===== src/rtl/bslice_pkg.sv =====
package bslice_pkg;
  typedef enum logic [2:0] {
    OP_ADD  = 3'd0,
    OP_SUB  = 3'd1,
    OP_AND  = 3'd2,
    OP_OR   = 3'd3,
    OP_XOR  = 3'd4,
    OP_SHL  = 3'd5,
    OP_SHR  = 3'd6,
    OP_PASS = 3'd7
  } alu_op_e;

  localparam int unsigned OP_W = 3;
endpackage


===== src/rtl/bslice_regs.sv =====
module bslice_regs #(
  parameter int unsigned NREGS = 8,
  localparam int unsigned SEL_W = $clog2(NREGS)
) (
  input  logic             clk,
  input  logic             rst,
  input  logic [SEL_W-1:0] rd_a_sel,
  input  logic [SEL_W-1:0] rd_b_sel,
  input  logic [SEL_W-1:0] wr_sel,
  input  logic             wr_en,
  input  logic             wr_bit,
  output logic             rd_a_bit,
  output logic             rd_b_bit
);
  logic [NREGS-1:0] bits;
  logic [NREGS-1:0] wr_hot;

  // write decoder with enable
  always_comb begin
    wr_hot = '0;
    if (wr_en) wr_hot[wr_sel] = 1'b1;
  end

  // one storage bit per register, each fed by a 2:1 select
  for (genvar g = 0; g < NREGS; g++) begin : g_cell
    logic d_next;
    assign d_next = wr_hot[g] ? wr_bit : bits[g];

    always_ff @(posedge clk) begin
      if (rst) bits[g] <= 1'b0;
      else     bits[g] <= d_next;
    end

    AST_LOAD_PICKED: assert property (@(posedge clk) disable iff (rst)
      (wr_en && wr_sel == SEL_W'(g)) |=> bits[g] == $past(wr_bit));
    AST_HOLD_OTHERS: assert property (@(posedge clk) disable iff (rst)
      (!wr_en || wr_sel != SEL_W'(g)) |=> $stable(bits[g]));
  end

  // two independent read selects
  assign rd_a_bit = bits[rd_a_sel];
  assign rd_b_bit = bits[rd_b_sel];

  AST_RESET_CLEAR: assert property (@(posedge clk)
    rst |=> bits == '0);
endmodule


===== src/rtl/bslice_alu.sv =====
module bslice_alu
  import bslice_pkg::*;
(
  input  logic [OP_W-1:0] op,
  input  logic            a,
  input  logic            b,
  input  logic            cin,
  input  logic            from_lower,
  input  logic            from_upper,
  input  logic            ext_bit,
  output logic            res,
  output logic            cout
);
  alu_op_e opc;
  logic    b_eff;
  logic    sum;
  logic    maj;

  always_comb begin
    opc   = alu_op_e'(op);
    b_eff = (opc == OP_SUB) ? ~b : b;
    sum   = a ^ b_eff ^ cin;
    maj   = (a & b_eff) | (a & cin) | (b_eff & cin);
  end

  // single eight-way result select
  always_comb begin
    cout = 1'b0;
    unique case (opc)
      OP_ADD, OP_SUB: begin res = sum; cout = maj; end
      OP_AND:  res = a & b;
      OP_OR:   res = a | b;
      OP_XOR:  res = a ^ b;
      OP_SHL:  res = from_lower;
      OP_SHR:  res = from_upper;
      OP_PASS: res = ext_bit;
      default: res = 1'b0;
    endcase
  end
endmodule


===== src/rtl/bslice_tile.sv =====
module bslice_tile
  import bslice_pkg::*;
#(
  parameter int unsigned NREGS = 8,
  localparam int unsigned SEL_W = $clog2(NREGS)
) (
  input  logic             clk,
  input  logic             rst,
  input  logic [SEL_W-1:0] rd_a_sel,
  input  logic [SEL_W-1:0] rd_b_sel,
  input  logic [SEL_W-1:0] wr_sel,
  input  logic             wr_en,
  input  logic [OP_W-1:0]  op,
  input  logic             carry_in,
  input  logic             from_lower,
  input  logic             from_upper,
  input  logic             ext_bit,
  output logic             carry_out,
  output logic             a_bit,
  output logic             b_bit,
  output logic             res_bit
);
  bslice_regs #(.NREGS(NREGS)) u_regs (
    .clk      (clk),
    .rst      (rst),
    .rd_a_sel (rd_a_sel),
    .rd_b_sel (rd_b_sel),
    .wr_sel   (wr_sel),
    .wr_en    (wr_en),
    .wr_bit   (res_bit),
    .rd_a_bit (a_bit),
    .rd_b_bit (b_bit)
  );

  bslice_alu u_alu (
    .op         (op),
    .a          (a_bit),
    .b          (b_bit),
    .cin        (carry_in),
    .from_lower (from_lower),
    .from_upper (from_upper),
    .ext_bit    (ext_bit),
    .res        (res_bit),
    .cout       (carry_out)
  );

  AST_CARRY_QUIET: assert property (@(posedge clk) disable iff (rst)
    (op >= 3'd2) |-> !carry_out);
  AST_PASS_EXT: assert property (@(posedge clk) disable iff (rst)
    (op == 3'd7) |-> res_bit == ext_bit);
endmodule


===== src/rtl/bslice_chain.sv =====
module bslice_chain
  import bslice_pkg::*;
#(
  parameter int unsigned WIDTH = 8,
  parameter int unsigned NREGS = 8,
  localparam int unsigned SEL_W = $clog2(NREGS)
) (
  input  logic             clk,
  input  logic             rst,
  input  logic [SEL_W-1:0] rd_a_sel,
  input  logic [SEL_W-1:0] rd_b_sel,
  input  logic [SEL_W-1:0] wr_sel,
  input  logic             wr_en,
  input  logic [OP_W-1:0]  op,
  input  logic [WIDTH-1:0] ext_data,
  output logic [WIDTH-1:0] opnd_a,
  output logic [WIDTH-1:0] opnd_b,
  output logic [WIDTH-1:0] result,
  output logic             carry_out
);
  logic [WIDTH:0] carry;

  // subtract enters the low tile with carry set (two's complement)
  assign carry[0]  = (alu_op_e'(op) == OP_SUB);
  assign carry_out = carry[WIDTH];

  for (genvar i = 0; i < WIDTH; i++) begin : g_tile
    logic lo_in;
    logic hi_in;

    if (i == 0) begin : g_lo_end
      assign lo_in = 1'b0;
    end else begin : g_lo_link
      assign lo_in = opnd_a[i-1];
    end

    if (i == WIDTH - 1) begin : g_hi_end
      assign hi_in = 1'b0;
    end else begin : g_hi_link
      assign hi_in = opnd_a[i+1];
    end

    bslice_tile #(.NREGS(NREGS)) u_tile (
      .clk        (clk),
      .rst        (rst),
      .rd_a_sel   (rd_a_sel),
      .rd_b_sel   (rd_b_sel),
      .wr_sel     (wr_sel),
      .wr_en      (wr_en),
      .op         (op),
      .carry_in   (carry[i]),
      .from_lower (lo_in),
      .from_upper (hi_in),
      .ext_bit    (ext_data[i]),
      .carry_out  (carry[i+1]),
      .a_bit      (opnd_a[i]),
      .b_bit      (opnd_b[i]),
      .res_bit    (result[i])
    );
  end

  AST_ADD_WORD: assert property (@(posedge clk) disable iff (rst)
    (op == 3'd0) |-> {carry_out, result} == ({1'b0, opnd_a} + {1'b0, opnd_b}));
  AST_SUB_WORD: assert property (@(posedge clk) disable iff (rst)
    (op == 3'd1) |-> (result == opnd_a - opnd_b) && (carry_out == (opnd_a >= opnd_b)));
  AST_XOR_WORD: assert property (@(posedge clk) disable iff (rst)
    (op == 3'd4) |-> result == (opnd_a ^ opnd_b));
  AST_SHL_WORD: assert property (@(posedge clk) disable iff (rst)
    (op == 3'd5) |-> result == {opnd_a[WIDTH-2:0], 1'b0});
  AST_SHR_WORD: assert property (@(posedge clk) disable iff (rst)
    (op == 3'd6) |-> result == {1'b0, opnd_a[WIDTH-1:1]});
endmodule


===== config.mk =====
export PLATFORM = sky130hd
export DESIGN_NAME = bslice_chain
export DESIGN_NICKNAME = d
export VERILOG_FILES = /design/src/rtl/bslice_pkg.sv /design/src/rtl/bslice_regs.sv /design/src/rtl/bslice_alu.sv /design/src/rtl/bslice_tile.sv /design/src/rtl/bslice_chain.sv
export SDC_FILE = /design/constraint.sdc
export NUM_CORES = 1
export LEC_CHECK = 0
export BUFFER_PORTS_ARGS = -buffer_cell sky130_fd_sc_hd__buf_2
export CAP_MARGIN = 20
export CORE_MARGIN = 2
export CORE_UTILIZATION = 59
export DETAILED_ROUTE_END_ITERATION = 16
export GPL_TIMING_DRIVEN = 0
export PLACE_DENSITY = 0.88
export RECOVER_POWER = 50
export SLEW_MARGIN = 0
export SYNTH_ARGS = -nofsm -noshare
export SYNTH_HDL_FRONTEND = slang
export SYNTH_SLANG_ARGS = --single-unit

===== constraint.sdc =====
create_clock -name clk -period 10 [get_ports clk]
set_input_delay 1.5 -clock clk [delete_from_list [all_inputs] [get_ports clk]]
set_output_delay 1.5 -clock clk [all_outputs]
set_load 0.03 [all_outputs]

# Word-level counts from Yosys, hierarchy flattened
# Index checks and enable logic that the tools add are counted.
# op_classes
n_mux	59
n_mul	0
bitwise	88
eq_ne	7
div_mod_pow	0
reduce_logical	3
addsub	0
magnitude_cmp	4
shifts	0
# ops
operator	count
$pmux W1 S7	8
$bmux W1 S3	16
$mux W1	33
$and A1 B1 Y1	32
$or A1 B1 Y1	24
$xor A1 B1 Y1	24
$eq A3 B3 Y1 const B	4
$lt A3 B4 Y1 const B	3
$mux W8	1
$not A1 Y1	8
$eq A3 B2 Y1 const B	2
$demux W1 S3	1
$eq A3 B1 Y1 const B	1
$ge A3 B1 Y1 const B	1
$logic_not A3 Y1	1
$reduce_or A2 Y1	1
$logic_and A1 B1 Y1	1
# word_totals
latch_bits	0
input_bits	23
out_inout_bits	25
romBits	0
ram_bits	0
reg_bits	64
word_cells	225
mem_count	0

# Longest topological paths before layout
# depth
word_depth	36
depth_mapped	24
ltp_nobuf	21

# Modules after synthesis
# A second synthesis with hierarchy kept.
# unflattened
hier_cells	443
area_unflattened_um2	5008.6
# modules_own_cells
module	cells_per_inst	seq_area_each_um2	area_per_inst_um2	n_inst
bslice_regs	40	160.2	484.2	8
bslice_alu (g_tile[0].u_tile.u_alu ...)	14	0.0	132.6	7
bslice_alu (g_tile[4].u_tile.u_alu)	15	0.0	130.1	1
bslice_chain	10	0.0	76.3	1

# Least setup slack after synthesis
# No wires, ideal clock.
# synth_path
path_kind	input -> output
from	input rd_b_sel[0]
to	output carry_out
t_required_ns	8.500
path_buffers	1
stages	19
arrival_time_ns	7.895
slack_ns	0.605
path_cell_list	buf_2 -> mux4_2 -> mux2i_4 -> nor2_1 -> a2111oi_0 -> fa_1 -> nand2_1 -> fa_1 -> or3_1 -> fa_1 -> or3_1 -> fa_1 -> or3_1 -> fa_1 -> or3_1 -> fa_1 -> or3_1 -> fa_1 -> nor3_1
# synth_via
elab_chain_cells	36
elab_cells_between_ends	79
cone_classes	mux: 32; bitwise: 47
# synth_lines
element	line	text
start: declaration	bslice_chain.sv:11	input logic [SEL_W-1:0] rd_b_sel,
$bmux W1 S3	bslice_regs.sv:42	assign rd_b_bit = bits[rd_b_sel];
$mux W1 (not written as such)	bslice_regs.sv:42	
$not A1 Y1	bslice_alu.sv:21	b_eff = (opc == OP_SUB) ? ~b : b;
$mux W1	bslice_alu.sv:21	
$and A1 B1 Y1	bslice_alu.sv:23	maj = (a & b_eff) | (a & cin) | (b_eff & cin);
$or A1 B1 Y1 (2 in series)	bslice_alu.sv:23	
$mux W1	bslice_alu.sv:29	unique case (opc)
$and A1 B1 Y1	bslice_alu.sv:23	
(+18 left out)	n/a	
$mux W1	bslice_alu.sv:29	
$and A1 B1 Y1	bslice_alu.sv:23	
$or A1 B1 Y1 (2 in series)	bslice_alu.sv:23	
$mux W1	bslice_alu.sv:29	
$and A1 B1 Y1	bslice_alu.sv:23	
$or A1 B1 Y1	bslice_alu.sv:23	
$or A1 B1 Y1 *	bslice_alu.sv:23	
$mux W1 *	bslice_alu.sv:29	
end: declaration	bslice_chain.sv:19	output logic carry_out
# Every way passes the cells marked *; elsewhere a longest branch is shown, timed or not. The select of a mux whose other input is x is not followed.

# Worst setup path in the final report
# layout_path
from	input rd_b_sel[0]
to	output result[7]
# layout_via
elab_chain_cells	34
elab_cells_between_ends	79
cone_classes	mux: 32; bitwise: 47
# layout_lines
element	line	text
$bmux W1 S3	bslice_regs.sv:42	
$mux W1 (not written as such)	bslice_regs.sv:42	
$not A1 Y1	bslice_alu.sv:21	
$mux W1	bslice_alu.sv:21	
$and A1 B1 Y1	bslice_alu.sv:23	
$or A1 B1 Y1 (2 in series)	bslice_alu.sv:23	
$mux W1	bslice_alu.sv:29	
$and A1 B1 Y1	bslice_alu.sv:23	
(+15 left out)	n/a	
$and A1 B1 Y1	bslice_alu.sv:23	
$or A1 B1 Y1 (2 in series)	bslice_alu.sv:23	
$mux W1	bslice_alu.sv:29	
$and A1 B1 Y1	bslice_alu.sv:23	
$or A1 B1 Y1 (2 in series)	bslice_alu.sv:23	
$mux W1	bslice_alu.sv:29	
$xor A1 B1 Y1	bslice_alu.sv:22	sum = a ^ b_eff ^ cin;
$pmux W1 S7 *	bslice_alu.sv:29	
end: declaration	bslice_chain.sv:18	output logic [WIDTH-1:0] result,
# Marks and branches as above.

==> flow_summary.rst <==
.. list-table::
   :header-rows: 1

   * - Metric
     - Value
   * - Run status
     - finished clean
   * - Clock period minus worst slack
     - 9.76 ns
   * - Chip Height
     - 89.5 um
   * - Async set or reset register ratio after synthesis
     - 0
   * - Width of the die
     - 89.5 um
   * - Share of the yosys chip area belonging to registers
     - 0.297
   * - Final Setup Violations
     - 0
   * - Crit start category
     - primary input
   * - Worst slew margin relative to its limit
     - 0.295
   * - Reg-to-reg startpoint
     - g_tile[0].u_tile.u_regs.bits[7]
   * - Leakage power figure
     - 0.00207 uW
   * - Post-synthesis cell type with the largest combined area
     - sky130_fd_sc_hd__dfxtp_1
   * - CP Data Arrival Time
     - 8.26 ns
   * - Pre-CTS WS
     - -0.148 ns
   * - Total GRT Usage
     - 0.280
   * - Initial standard-cell utilization of the core
     - 0.602
   * - Delay of the slowest critical-path stage
     - 0.55 ns
   * - Buffer depth of the longest clock path
     - 2
   * - Wire length of the first global-routing pass
     - 16,800 um
   * - Count of antenna-violating nets left after detailed routing
     - 0
   * - CP Class
     - in2out
   * - Clk Tree Root Cell
     - sky130_fd_sc_hd__clkbuf_8
   * - Total power density per cell area
     - 118 nW/um^2
   * - Flip-flop and latch area
     - 1280 um^2
   * - Endpoint type of the worst setup path
     - output pin
   * - Most used cell, CP
     - sky130_fd_sc_hd__fa_1
   * - Number of library cell types mapped by synthesis
     - 45
   * - Standard cell with the maximum stage delay on the critical path
     - sky130_fd_sc_hd__mux4_2
   * - Wire per inst
     - 17.9 um
   * - Path depth of the worst reg2reg path
     - 21
   * - Worst Hold Depth
     - 2
   * - Most flop-heavy register
     - g_tile.u_tile.u_regs.bits
   * - Final worst clock skew
     - 0.0111 ns
   * - Flip-flop count of the largest register after layout
     - 64
   * - Number of DRC markers in iteration 0
     - 286
   * - Top-count cell post-synth
     - sky130_fd_sc_hd__nand2_1
   * - Critical Path Fanout Max
     - 8
   * - Setup repair after global routing missed its margin
     - false
   * - Max Clk Rate
     - 102 MHz
   * - Port Buffers
     - 39
   * - Synth cell count leaders
     - 82 x sky130_fd_sc_hd__nand2_1, 64 x sky130_fd_sc_hd__dfxtp_1, 64 x sky130_fd_sc_hd__o21ai_1
   * - Aggregate routed wire length
     - 10,700 um
   * - # nets final
     - 540
   * - Clock-pin slew reported for the worst setup and hold paths after clock tree synthesis
     - 0.06 ns
   * - Share of the synthesized area in the top cell type
     - 0.297
   * - Top flop regs
     - g_tile.u_tile.u_regs.bits (64)
   * - Maximum capacitance violations
     - 0
   * - Post-layout power
     - 576 uW
   * - Routability congestion estimate
     - 0.941
   * - Placed instance count
     - 577
   * - Path class of the lowest-slack min-delay path
     - reg2reg
   * - Critical path cell sequence
     - clkbuf_4 > mux4_2 > mux2i_4 > nor2_1 > a2111oi_4 > fa_1 > nand2_1 > fa_1 > or3_1 > fa_1 > or3_1 > fa_1 > or3_1 > fa_1 > or3_1 > fa_1 > or3_1 > fa_1 > a32oi_1 > a21oi_4 > inv_2 > buf_4 > buf_2
   * - IO Pins
     - 48
   * - Maximum number of pins on one net before global-route repair
     - 11
   * - Total half-perimeter wirelength after legalization and detailed placement
     - 8160 um
   * - Post-layout instance count excluding filler cells
     - 598
   * - Source-to-sink clock delay at the later pin of the worst-skew pair
     - 0.35 ns
   * - Worst slew pin tran
     - 1.05 ns
   * - Total CTS buffers
     - 9
   * - Average instance area after synthesis
     - 9.83 um^2
   * - Fraction of final layout cells with drive strength greater than 1
     - 0.311
   * - Via count
     - 3,639
   * - Area occupied by multi-input gates
     - 2630 um^2
   * - Largest cells by area after synthesis
     - sky130_fd_sc_hd__dfxtp_1 30%, sky130_fd_sc_hd__mux4_2 15%, sky130_fd_sc_hd__o21ai_1 7.4%
   * - Clock tree from TritonCTS
     - done
   * - Worst path required time
     - 8.50 ns
   * - Layout filler cell count
     - 531
   * - Antenna violations before repair
     - 0
   * - Routed via count divided by cell count
     - 6.09
   * - First element of the critical path
     - rd_b_sel[0]
   * - Worst supply voltage drop on vdd
     - 0.0000900 V
   * - Cell area after synthesis
     - 4320 um^2
   * - Post-Place Cell Area
     - 4640 um^2
   * - Final instance area
     - 4860 um^2
   * - Die outline area
     - 8020 um^2
   * - # DRC
     - 0
   * - Detailed-routing iteration count for the pre-antenna-repair pass
     - 5
   * - Most frequently used flop master after synthesis
     - sky130_fd_sc_hd__dfxtp_1
   * - Total count of max-transition violations in the final report
     - 0
   * - Post-Synthesis Net Count
     - 485
   * - Number of synthesized flops with an enable pin
     - 0
   * - Synthesis warning total
     - 0
   * - Synth Register Bits
     - 64
   * - # diodes
     - 0
   * - Overflow after GRT
     - 0
   * - Post-synthesis to final-layout area growth
     - 12.5%
   * - Critical hold path startpoint
     - g_tile[0].u_tile.u_regs.bits[1]
   * - Depth of the CTS H-tree
     - 3
   * - Clock sinks
     - 64
   * - Hold violation count in the final report
     - 0
   * - Ratio of final minimum period to clock period
     - 0.976
   * - Floorplan Core Area
     - 7180 um^2
   * - Core Rows
     - 31
   * - Post-Synthesis Cells
     - 439
   * - Via count of the first global-routing pass
     - 3,423
   * - Final WS setup
     - 0.236 ns
==> critical path: cells and delay by family <==
kind	cells	cell delay, ns
compound gates	3	0.71
simple gates	7	2.17
fa+ha+maj	7	2.54
buf+inv	4	0.51
mux	2	0.79
==> where the power goes <==
part	internal, uW	switching, uW	total, uW
sequential	259	3.67	263
clock	114	93.0	207
combinational	40.8	64.7	105
total	414	161	576
==> kinds of logic (layout without fill, tap and decap cells) <==
group                      count (synthesis)  after routing  synth area share
muxes                                     48             48             0.229
adders and majority gates                 23             23            0.0788
and+or+nand+nor                          118            118             0.121
buffers and inverters                     69            129            0.0930
xor gates and xnor gates                   8              8            0.0162
DFF                                       64             64             0.297
AOI/OAI and AO/OA                        109            109             0.166
==> routing by layer <==
metal,up-vias,GRT usage,part of all wire
li1,1672,-,-
met1,1740,0.351,0.40
met2,189,0.467,0.51
met3,38,0.0462,0.067
met4,0,0.141,0.032
met5,-,0,0
==> cells in the final DEF (no fill, tap or decap), types with 4 or more instances in the layout <==
| master | n |
|---|---|
| sky130_fd_sc_hd__nand2_1 | 82 |
| sky130_fd_sc_hd__dfxtp_1 | 64 |
| sky130_fd_sc_hd__o21ai_1 | 51 |
| sky130_fd_sc_hd__buf_2 | 41 |
| sky130_fd_sc_hd__buf_4 | 32 |
| sky130_fd_sc_hd__mux4_2 | 29 |
| sky130_fd_sc_hd__o21ai_0 | 17 |
| sky130_fd_sc_hd__ha_1 | 16 |
| sky130_fd_sc_hd__inv_1 | 14 |
| sky130_fd_sc_hd__inv_2 | 13 |
| sky130_fd_sc_hd__nor2_1 | 12 |
| sky130_fd_sc_hd__clkbuf_1 | 9 |
| sky130_fd_sc_hd__clkbuf_8 | 9 |
| sky130_fd_sc_hd__mux2i_1 | 7 |
| sky130_fd_sc_hd__a31oi_1 | 7 |
| sky130_fd_sc_hd__fa_1 | 7 |
| sky130_fd_sc_hd__mux2i_4 | 6 |
| sky130_fd_sc_hd__xor2_1 | 6 |
| sky130_fd_sc_hd__a21oi_1 | 5 |
| sky130_fd_sc_hd__nor2b_1 | 5 |
| sky130_fd_sc_hd__or3_1 | 5 |
| sky130_fd_sc_hd__a311o_1 | 4 |
| sky130_fd_sc_hd__o22ai_1 | 4 |
| sky130_fd_sc_hd__nand3_1 | 4 |
| sky130_fd_sc_hd__nand2b_1 | 4 |
| sky130_fd_sc_hd__o211ai_1 | 4 |
==> final cells by class <==
| type | instances | share of cell area |
|---|---|---|
| flip-flops and latches | 64 | 0.264 |
| plain buffers | 42 | 0.0636 |
| clock inverters | 4 | 0.00927 |
| clock buffers | 12 | 0.0278 |
| well taps | 99 | 0.0255 |
| inverters | 27 | 0.0209 |
| multi-input cells | 306 | 0.541 |
| repair buffers | 44 | 0.0479 |
==> path summary, 6_finish.rpt <==
path / slack (ns) / to
worst max-delay path: 0.24 / result[7]
worst min-delay path: 0.46 / g_tile[0].u_tile.u_regs.bits[1]
worst max register to register: 3.13 / g_tile[7].u_tile.u_regs.bits[6]
worst min register to register: 0.46 / g_tile[0].u_tile.u_regs.bits[1]
==> per-stage QoR <==
stage | hold WS (ns) | util | TNS (ns)
after floorplan | 0.435 | - | 0
after global placement | 0.443 | 0.646 | -0.150
after detailed placement | 0.455 | 0.646 | -0.148
after CTS | 0.464 | 0.672 | 0
after global routing | 0.484 | 0.677 | 0
final | 0.458 | 0.677 | 0
==> repair_timing <==
action                                  in CTS  in global routing
pin swaps                                    0                  2
endpoints found under the setup margin       1                  1
gates resized for setup                      2                 10
buffers inserted                             0                  5
hold buffers                                 0                  0
cloned                                       0                  0
No activity file was read; power rests on OpenSTA's default activity.
